<file path="src/rtl/cam_pkg.sv">
package cam_pkg;

    localparam int CAM_DEPTH = 16;
    localparam int CAM_WIDTH = 8;
    localparam int CAM_AW    = $clog2(CAM_DEPTH);

    typedef enum logic [1:0] {
        OP_IDLE  = 2'd0,
        OP_WRITE = 2'd1,
        OP_READ  = 2'd2
    } cam_op_e;

    typedef struct packed {
        logic              hit;
        logic [CAM_AW-1:0] idx;
    } cam_result_t;

    // Lookup wins over write; a write alone stores; otherwise idle.
    function automatic cam_op_e decode_op(input logic wr, input logic rd);
        if (rd)
            return OP_READ;
        else if (wr)
            return OP_WRITE;
        else
            return OP_IDLE;
    endfunction

endpackage

</file>
<file path="src/rtl/cam_store.sv">
module cam_store #(
    parameter int DEPTH = 16,
    parameter int WIDTH = 8,
    localparam int AW   = $clog2(DEPTH)
) (
    input  logic             clk,
    input  logic             we,
    input  logic [AW-1:0]    waddr,
    input  logic [WIDTH-1:0] wdata,
    output logic [WIDTH-1:0] entries [DEPTH]
);

    logic [WIDTH-1:0] mem_q [DEPTH];

    always_ff @(posedge clk) begin
        if (we)
            mem_q[waddr] <= wdata;
    end

    assign entries = mem_q;

endmodule

</file>
<file path="src/rtl/cam_compare.sv">
module cam_compare #(
    parameter int DEPTH = 16,
    parameter int WIDTH = 8
) (
    input  logic [WIDTH-1:0] entries [DEPTH],
    input  logic [WIDTH-1:0] key,
    output logic [DEPTH-1:0] match_vec
);

    for (genvar g = 0; g < DEPTH; g++) begin : g_cmp
        assign match_vec[g] = (entries[g] == key);
    end

endmodule

</file>
<file path="src/rtl/cam_prio_enc.sv">
module cam_prio_enc #(
    parameter int DEPTH = 16,
    localparam int AW   = $clog2(DEPTH)
) (
    input  logic [DEPTH-1:0] match_vec,
    output logic             found,
    output logic [AW-1:0]    idx
);

    // Ascending scan: a later (higher) index overrides an earlier one.
    always_comb begin
        found = 1'b0;
        idx   = '0;
        for (int i = 0; i < DEPTH; i++) begin
            if (match_vec[i]) begin
                found = 1'b1;
                idx   = AW'(i);
            end
        end
    end

endmodule

</file>
<file path="src/rtl/prio_cam.sv">
module prio_cam
    import cam_pkg::*;
#(
    parameter int DEPTH = CAM_DEPTH,
    parameter int WIDTH = CAM_WIDTH,
    localparam int AW   = $clog2(DEPTH)
) (
    input  logic             clk,
    input  logic             rst,
    input  logic             wr_en,
    input  logic             rd_en,
    input  logic [AW-1:0]    addr,
    input  logic [WIDTH-1:0] key,
    output logic [AW-1:0]    match_idx,
    output logic             match_hit
);

    cam_op_e          op;
    logic [WIDTH-1:0] entries [DEPTH];
    logic [DEPTH-1:0] match_vec;
    logic             found;
    logic [AW-1:0]    found_idx;
    logic             hit_q;
    logic [AW-1:0]    idx_q;

    assign op = decode_op(wr_en, rd_en);

    cam_store #(.DEPTH(DEPTH), .WIDTH(WIDTH)) u_store (
        .clk     (clk),
        .we      (op == OP_WRITE),
        .waddr   (addr),
        .wdata   (key),
        .entries (entries)
    );

    cam_compare #(.DEPTH(DEPTH), .WIDTH(WIDTH)) u_cmp (
        .entries   (entries),
        .key       (key),
        .match_vec (match_vec)
    );

    cam_prio_enc #(.DEPTH(DEPTH)) u_enc (
        .match_vec (match_vec),
        .found     (found),
        .idx       (found_idx)
    );

    always_ff @(posedge clk) begin
        if (rst) begin
            hit_q <= 1'b0;
            idx_q <= '0;
        end else if (op == OP_READ) begin
            hit_q <= found;
            idx_q <= found ? found_idx : '0;
        end else begin
            hit_q <= 1'b0;
            idx_q <= '0;
        end
    end

    assign match_hit = hit_q;
    assign match_idx = idx_q;

endmodule

</file>
<file path="config.mk">
export PLATFORM = sky130hd
export DESIGN_NAME = prio_cam
export DESIGN_NICKNAME = d
export VERILOG_FILES = /design/src/rtl/cam_pkg.sv /design/src/rtl/cam_store.sv /design/src/rtl/cam_compare.sv /design/src/rtl/cam_prio_enc.sv /design/src/rtl/prio_cam.sv
export SDC_FILE = /design/constraint.sdc
export NUM_CORES = 1
export LEC_CHECK = 0
export ABC_AREA = 1
export BUFFER_PORTS_ARGS = -buffer_cell sky130_fd_sc_hd__buf_4
export CORE_ASPECT_RATIO = 1.25
export CORE_MARGIN = 2
export CORE_UTILIZATION = 25
export DETAILED_ROUTE_END_ITERATION = 7
export HOLD_SLACK_MARGIN = 0.05
export PLACE_DENSITY = 0.37
export SLEW_MARGIN = 20
export SYNTH_ARGS = -nofsm -noshare
export SYNTH_HDL_FRONTEND = slang
export SYNTH_SLANG_ARGS = --single-unit
</file>
<file path="constraint.sdc">
create_clock -name clk -period 2.2 [get_ports clk]
set_clock_uncertainty 0.15 [all_clocks]
set_input_delay 0.33 -clock clk [delete_from_list [all_inputs] [get_ports clk]]
set_output_delay 0.33 -clock clk [all_outputs]
set_load 0.05 [all_outputs]
</file>
### After elaboration in Yosys (flattened, before gate mapping)

Cells that the tools add are included.

| storage, ports and cells | value |
|---|---|
| bits of input ports | 16 |
| word-level logic and storage cells | 80 |
| register bits after elaboration | 133 |
| output and inout port bits | 5 |

| operators by class | value |
|---|---|
| $lt $le $gt $ge | 2 |
| mux-type cells | 36 |
| bitwise gates (word level) | 3 |
| equal/unequal tests | 18 |
| reductions and logical operators | 3 |

Operators by type and width:

| operator | number |
|---|---|
| 128-bit bitwise mux | 1 |
| 8-bit equality test | 16 |
| 8-bit demux with 4-bit select | 1 |
| 4-bit two-way mux | 8 |
| 1-bit two-way mux | 18 |
| 3-bit two-way mux | 4 |
| 8-bit two-way mux | 1 |
| 2-bit two-way mux | 3 |
| 5-bit >= comparator, second input constant | 1 |
| 5-bit by 1-bit less-than comparator with 1-bit output, second input constant | 1 |
| 4-bit inverter with 5-bit output | 1 |
| 3-bit OR reduction | 1 |
| 2-bit by 1-bit equality test with 1-bit output, second input constant | 1 |
| 2-bit equality test, second input constant | 1 |
| 1-bit inverter | 2 |
| 2-bit OR reduction | 1 |
| 1-bit logical AND | 1 |

### Logic depth before layout (Yosys ltp)

Gate-level depths: netlist (run 1).

| depth | value |
|---|---|
| word-level depth | 19 |
| depth in mapped cells | 21 |

### Hierarchy

Synthesis (run 1) repeated with hierarchy kept, for this count alone.

| unflattened totals | value |
|---|---|
| cells, all modules | 878 |
| area, all modules | 6946.7 µm² |

By module, submodules not included:

| module | area an instance (µm²) | instances | sequential area each (µm²) | cells an instance |
|---|---|---|---|---|
| cam_store | 3953.8 | 1 | 3843.7 | 156 |
| cam_compare | 2632.5 | 1 | 0.0 | 656 |
| cam_prio_enc | 205.2 | 1 | 0.0 | 48 |
| prio_cam | 155.1 | 1 | 100.1 | 18 |

### Least setup slack after synthesis (run 1)

OpenSTA, ideal clock, no wires.

| path | value |
|---|---|
| kind | input port to flip-flop |
| start point | input key[7] |
| end point | register idx_q[1] (netlist: match_idx[1]) |
| stages | 11 |
| path slack | 0.382 ns |
| required time | 1.927 ns |
| setup time | 0.123 ns |
| data arrival time | 1.545 ns |
| path buffers | 1 |
| cell sequence | buf_6 inv_6 or2_2 nand3_1 nor4_2 nor2_1 nand3_1 nor2_2 clkinv_2 o21ai_4 a21oi_1 |

| on the way | value |
|---|---|
| word-level cells in the longest chain between the ends | 19 |

Ends and longest elaborated chain:

| item | line | source |
|---|---|---|
| start, declared | prio_cam.sv:13 | `input logic [WIDTH-1:0] key,` |
| 8-bit equality test | cam_compare.sv:11 | `assign match_vec[g] = (entries[g] == key);` |
| 1-bit two-way mux (16 in a row) | cam_prio_enc.sv:15 | `if (match_vec[i]) begin` |
| 1-bit inverter (no line) | -- |  |
| 3-bit OR reduction (no line) | -- |  |
| end signal, assigned | prio_cam.sv:54 | `idx_q <= found ? found_idx : '0;` |
| end, declared | prio_cam.sv:24 | `logic [AW-1:0] idx_q;` |

Several ways; a longest one is shown, not always the timed one.
A chain may end at the register's enable or synchronous reset.

### Worst setup path after layout (run 1)

| path | value |
|---|---|
| start point | register u_store.mem_q (netlist bit u_store.entries[21]) |
| end point | register idx_q[3] (netlist: match_idx[3]) |

| on the way | value |
|---|---|
| word-level cells in the longest chain between the ends | 6 |

Ends and longest elaborated chain:

| item | line | source |
|---|---|---|
| start, declared | cam_store.sv:13 | `logic [WIDTH-1:0] mem_q [DEPTH];` |
| start signal, assigned by index | cam_store.sv:17 | `mem_q[waddr] <= wdata;` |
| 8-bit equality test (*) | cam_compare.sv:11 |  |
| 1-bit two-way mux (3 in a row) | cam_prio_enc.sv:15 |  |
| 1-bit inverter (no line) | -- |  |
| 3-bit OR reduction (no line) | -- |  |

Mark *: on every way between the ends. The rest lies on a longest branch, timed or not.

==> impl_metrics.env, run 1 <==
export IMPL_r2r_setup_slack_ns=0.20
export IMPL_numPortBuffers=20
export IMPL_grt_use_total_pct=12.6
export IMPL_multi_input_area_mm2=0.00198
export IMPL_start_util_pct=25.5
export IMPL_hp_class="in -> reg"
export IMPL_cts_tree="built"
export IMPL_ys_seq_area_share_pct=62.8
export IMPL_wl_um=15700
export IMPL_fin_nets=660
export IMPL_fmax_mhz=501
export IMPL_drv_cap=0
export IMPL_die_w_um=146
export IMPL_cts_buffers=17
export IMPL_place_ws_ns=-0.387
export IMPL_crit_slowest_cell="edfxtp_1"
export IMPL_synth_seq_cells=133
export IMPL_cts_sinks=133
export IMPL_yosysUniqueCellTypes=37
export IMPL_worst_slew_pin_slew_ns=0.451
export IMPL_synth_edf_count=128
export IMPL_core_area_mm2=0.0246
export IMPL_drive_gt1_share_pct=27.2
export IMPL_critical_path_top_delay_family="simple AND/OR/NAND/NOR gates"
export IMPL_antenna_found_initial=0
export IMPL_synth_top_area_share_pct=61.2
export IMPL_max_stage_delay_ns=0.37
export IMPL_insertedDiodeCount=0
export IMPL_period_minus_slack_ns=2.00
export IMPL_critPathArrivalTime_ns=2.14
export IMPL_syn_instance_count=539
export IMPL_status="finished clean"
export IMPL_overflow=0
export IMPL_crit_path_frequent_cell="nor2_2"
export IMPL_cp_cell_sequence="xnor2_1 -> nand2_1 -> nor3_1 -> buf_4 -> and3_1 -> nor2_2 -> nand3_1 -> nor2_2 -> clkinv_2 -> o21ai_4 -> nor2_1"
export IMPL_crit_fanout=5
export IMPL_area_growth_pct=26.2
export IMPL_holdWs_ns=0.0935
export IMPL_fin_ws_ns=0.204
export IMPL_tns_ns=0
export IMPL_critical_path_depth=11
export IMPL_r2r_cells=11
export IMPL_ctsRootBufferMaster="clkbuf_16"
export IMPL_clk_latency_ns=0.42
export IMPL_rsz0062_at_grt="no"
export IMPL_dpl_cell_area_mm2=0.00731
export IMPL_p_leak_nw=3.06
export IMPL_clock_path_buffers=2
export IMPL_fill_cells=2491
export IMPL_syn_nets=555
export IMPL_grt_pass1_wl_um=24700
export IMPL_finalCritPeriodShare_pct=90.7
export IMPL_drtPass1Iterations=5
export IMPL_p_total_mw=6.04
export IMPL_final_design_area_no_fill_mm2=0.00793
export IMPL_synth_area_leader_cell="edfxtp_1"
export IMPL_hpwl_um=11400
export IMPL_ff_latch_area_mm2=0.00394
export IMPL_ioPinCount=21
export IMPL_syn_area_per_cell_um2=11.7
export IMPL_end_kind="register"
export IMPL_gp_congestion=0.758
export IMPL_netlist_top_cells_count="edfxtp_1, nand2_1, nor2_1, inv_1"
export IMPL_slew_viol_final=0
export IMPL_finalNonFillerCells=987
export IMPL_post_drt_wl_per_cell_um=15.9
export IMPL_vias_per_cell=4.01
export IMPL_synthArstFlopShare_pct=0
export IMPL_utilization_pct=32.2
export IMPL_required_ns=2.34
export IMPL_power_density_mw_per_mm2=762
export IMPL_ant_nets=0
export IMPL_synth_most_common_cell="edfxtp_1"
export IMPL_synth_area_mm2=0.00628
export IMPL_num_rows=64
export IMPL_vias=3954
export IMPL_drc=0
export IMPL_worstSetupPathType="reg -> reg"
export IMPL_grt_max_degree=21
export IMPL_relSlewSlack_pct=69.6
export IMPL_critPathLaunchType="register"
export IMPL_setup_violations_final=0
export IMPL_hold_viol=0
export IMPL_grt_pass1_vias=4162
export IMPL_clkSlewWorstSetupHoldPaths_ns=0.05
export IMPL_placed_cells=952
export IMPL_synth_area_top_cells="edfxtp_1, nand2_1, xnor2_1, xor2_1, nor2_1"
export IMPL_vdd_drop_max_v=0.000493
export IMPL_dieArea_mm2=0.0264
export IMPL_drtIter0Drc=174
export IMPL_path_buf_inv=2
export IMPL_die_y_um=181
export IMPL_synth_flop_cell="edfxtp_1"
export IMPL_hold_depth=4
export IMPL_htree_num_levels=4
export IMPL_yosysWarnings=0
placed cells by master, fill, tap and decap left out, types with 2 or more instances in the layout:
cell,synthesis,final
a21oi_1,6,5
a21oi_2,1,2
and3_1,2,2
and3b_1,8,8
buf_12,0,4
buf_4,0,96
bufinv_16,0,3
clkbuf_1,0,3
clkbuf_16,0,17
clkinv_1,0,4
clkinv_2,1,4
dfxtp_1,5,5
dlygate4sd3_1,0,2
edfxtp_1,128,128
inv_1,36,36
inv_2,7,6
inv_6,3,3
nand2_1,123,123
nand2_2,3,3
nand3_1,15,15
nand4_1,12,12
nand4_2,3,3
nor2_1,48,47
nor2_2,4,5
nor3_1,3,3
nor3b_1,2,2
nor4_1,3,2
nor4_2,6,7
or2_0,4,4
or2_1,8,8
or2_2,19,19
xnor2_1,32,32
xnor2_2,2,2
xor2_1,32,32
worst min-delay path, cell delays in order:
cell and delay (ns):
buf_4 0.09, nor2_1 0.06, o21ai_4 0.09, inv_2 0.03
layer usage:
metal | GRT usage, % | up-vias | part of all wire (%)
met4 | 4.59 | 0 | 1.5
met5 | 0 | - | 0
li1 | - | 2009 | -
met2 | 22.5 | 53 | 52
met3 | 2.65 | 14 | 2.5
met1 | 15.0 | 1878 | 44
sequential cells by signal (all words and copies together) (netlist names):
| register | flops |
|---|---|
| u_store.entries | 128 |
| match_idx | 4 |
| match_hit | 1 |
kinds of logic (layout without fill, tap and decap cells):
group	after synthesis	count (layout)	synth area share, %
buffers and inverters	63	181	5.86
xor gates and xnor gates	66	66	9.44
AOI/OAI and AO/OA	12	12	1.31
and+or+nand+nor	265	265	20.6
DFF	133	133	62.8
power by group:
group	switching [mW]	internal, mW
logic	0.256	0.189
registers	0.0110	2.81
clock network	1.02	1.76
layout make-up:
type                            count  area share [%]
Sequential cell                   133            49.7
Multi-Input combinational cell    343            25.0
Timing Repair Buffer              102            10.4
Clock buffer                       20            5.51
Tap cell                          330            5.21
Inverter                           47            2.46
Clock inverter                     12            1.72
worst paths after layout:
path	start	to
setup / recovery	u_store.entries[21]$_DFFE_PP_	match_idx[3]$_SDFF_PP0_
hold / removal	rst	match_hit$_SDFF_PP0_
setup reg to reg	u_store.entries[21]$_DFFE_PP_	match_idx[3]$_SDFF_PP0_
hold reg to reg	u_store.entries[0]$_DFFE_PP_	match_idx[0]$_SDFF_PP0_
repair_timing:
item / 4_1_cts / 5_1_grt
setup buffers: 0 / 1
endpoints found under the hold margin: 4 / 0
resized for setup: 0 / 5
endpoints found under the setup margin: 0 / 5
hold buffers: 2 / 0
Power figures use the tool's default switching activity.
==> run 2: changes to the inputs <==
Settings changed: PLACE_DENSITY 0.37 to unset.
Clock period 2.2 ns to 2.4 ns, I/O delays scaled along.
==> impl_metrics.env, run 2 (synthesized netlist as in run 1, its figures left out) <==
export IMPL_required_ns=2.54
export IMPL_clock_path_buffers=2
export IMPL_largest_register_ffs=128
export IMPL_ant_nets=0
export IMPL_final_common_cell="edfxtp_1"
export IMPL_cts_hold_buffers_added=0
export IMPL_worst_r2r_endpoint="match_idx[3]$_SDFF_PP0_"
export IMPL_max_stage_delay_ns=0.38
export IMPL_setup_worst_path_start="u_store.entries[17]$_DFFE_PP_"
export IMPL_cp_cell_sequence="xnor2_1 -> and3b_1 -> and3_1 -> nor2_2 -> nand3_1 -> nor2_2 -> clkinv_2 -> o21ai_4 -> nor2_1"
export IMPL_grt_use_total_pct=10.5
export IMPL_p_leak_nw=2.80
export IMPL_crit_fanout=5
export IMPL_insertedDiodeCount=0
export IMPL_ff_latch_area_mm2=0.00394
export IMPL_cts_resized=0
export IMPL_status="finished clean"
export IMPL_use_met2_pct=18.2
export IMPL_relSlewSlack_pct=69.8
export IMPL_wl_um=13200
export IMPL_crit_path_frequent_cell="nor2_2"
export IMPL_rsz0062_at_grt="no"
export IMPL_end_kind="register"
export IMPL_met1_usage_pct=12.8
export IMPL_critPathArrivalTime_ns=2.12
export IMPL_tns_ns=0
export IMPL_r2r_setup_slack_ns=0.42
export IMPL_cts_buffers=17
export IMPL_start_util_pct=25.5
export IMPL_hp_class="in -> reg"
export IMPL_crit_slowest_cell="edfxtp_1"
export IMPL_use_met3_pct=2.30
export IMPL_drc=0
export IMPL_ctsRootBufferMaster="clkbuf_16"
export IMPL_path_buf_inv=1
export IMPL_cts_tree="built"
export IMPL_core_area_mm2=0.0246
export IMPL_die_y_um=181
export IMPL_antenna_found_initial=0
export IMPL_vias=3873
export IMPL_num_rows=64
export IMPL_fmax_mhz=505
export IMPL_cts_sinks=133
export IMPL_post_cts_buffers=0
export IMPL_vdd_drop_max_v=0.000490
export IMPL_gr_max_usage_layer="met2"
export IMPL_gp_congestion=0.777
export IMPL_critical_path_top_delay_family="simple AND/OR/NAND/NOR gates"
export IMPL_worstSetupPathType="reg -> reg"
export IMPL_r2r_cells=9
export IMPL_drv_cap=0
export IMPL_critical_path_depth=9
export IMPL_clk_latency_ns=0.41
export IMPL_fin_ws_ns=0.421
export IMPL_crit_end="match_idx[3]$_SDFF_PP0_"
export IMPL_drtIter0Drc=204
export IMPL_worst_slew_pin_slew_ns=0.449
export IMPL_clkSlewWorstSetupHoldPaths_ns=0.06
export IMPL_drive_gt1_share_pct=21.2
export IMPL_hpwl_um=8960
export IMPL_utilization_pct=30.5
export IMPL_overflow=0
export IMPL_fin_nets=612
export IMPL_reg2reg_from="u_store.entries[17]$_DFFE_PP_"
export IMPL_dieArea_mm2=0.0264
export IMPL_power_density_mw_per_mm2=711
export IMPL_htree_num_levels=4
export IMPL_die_w_um=146
export IMPL_post_drt_wl_per_cell_um=14.1
export IMPL_grt_pass1_vias=3825
export IMPL_multi_input_area_mm2=0.00197
export IMPL_critPathLaunchType="register"
export IMPL_finalCritPeriodShare_pct=82.4
export IMPL_area_growth_pct=19.6
export IMPL_hold_viol=0
export IMPL_grt_max_degree=32
export IMPL_grt_pass1_wl_um=21100
export IMPL_slew_viol_final=0
export IMPL_setup_violations_final=0
export IMPL_vias_per_cell=4.12
export IMPL_place_ws_ns=0.0215
export IMPL_period_minus_slack_ns=1.98
export IMPL_numPortBuffers=20
export IMPL_drtPass1Iterations=4
export IMPL_fill_cells=2492
export IMPL_ioPinCount=21
export IMPL_final_cell_mix="edfxtp_1, nand2_1, buf_4, nor2_1, inv_1"
==> run 2: cell count changes in the layout (fill, tap and decap cells not counted), sizes merged <==
| cell | delta |
|---|---|
| buf | -46 |
| clkinvlp | +2 |
| dlygate4sd3 | -2 |
| bufinv | -1 |
| clkbuf | -1 |
==> run 2: power breakdown <==
part           total, mW  internal, mW  switching, mW
logic              0.339         0.130          0.209
registers           2.58          2.57         0.0106
clock network       2.42          1.50          0.921
==> run 2: final cells by class <==
class	count	area share, %
sequential	133	52.5
multi-input combinational	343	26.2
timing repair buffer	54	5.90
clock buffer	19	5.76
tap	330	5.50
inverter	47	2.57
clock inverter	13	1.53
==> run 2: worst min path at each step <==
stage	startpoint	endpoint	slack (ns)	depth (start not counted)
floorplan	key[0]	u_store.entries[0]$_DFFE_PP_	0.31	0
global placement	u_store.entries[3]$_DFFE_PP_	match_idx[0]$_SDFF_PP0_	0.51	3
detailed placement	u_store.entries[0]$_DFFE_PP_	match_idx[0]$_SDFF_PP0_	0.50	3
CTS	key[4]	u_store.entries[100]$_DFFE_PP_	0.09	1
global route	key[4]	u_store.entries[100]$_DFFE_PP_	0.09	1
finish	key[4]	u_store.entries[100]$_DFFE_PP_	0.1	1
==> run 2: metrics by stage <==
step                      instances  power [mW]  cell area [um^2]  hold WS (ns)
after floorplan                 539        2.85              6280         0.309
after global placement          907        2.97              6960         0.506
after detailed placement        907        2.98              6960         0.496
after CTS                       939        5.39              7510        0.0858
after global routing            939        5.53              7510        0.0874
final                           939        5.34              7510        0.0981
==> run 2: worst register-to-register path: cells and delay by family (launching register included) <==
family | cells | cell delay, ns
XOR/XNOR | 1 | 0.14
flip-flops | 1 | 0.38
buffers and inverters | 1 | 0.08
AND/OR/NAND/NOR | 6 | 0.91
AO/OA/AOI/OAI | 1 | 0.20
==> run 2: per-layer routing <==
layer	vias to the layer above	wire length (um)	part of all wire (%)
met4	0	225	1.7
met5	-	0	0
met1	1869	5800	44
li1	1915	-	-
met3	15	502	3.8
met2	74	6680	51
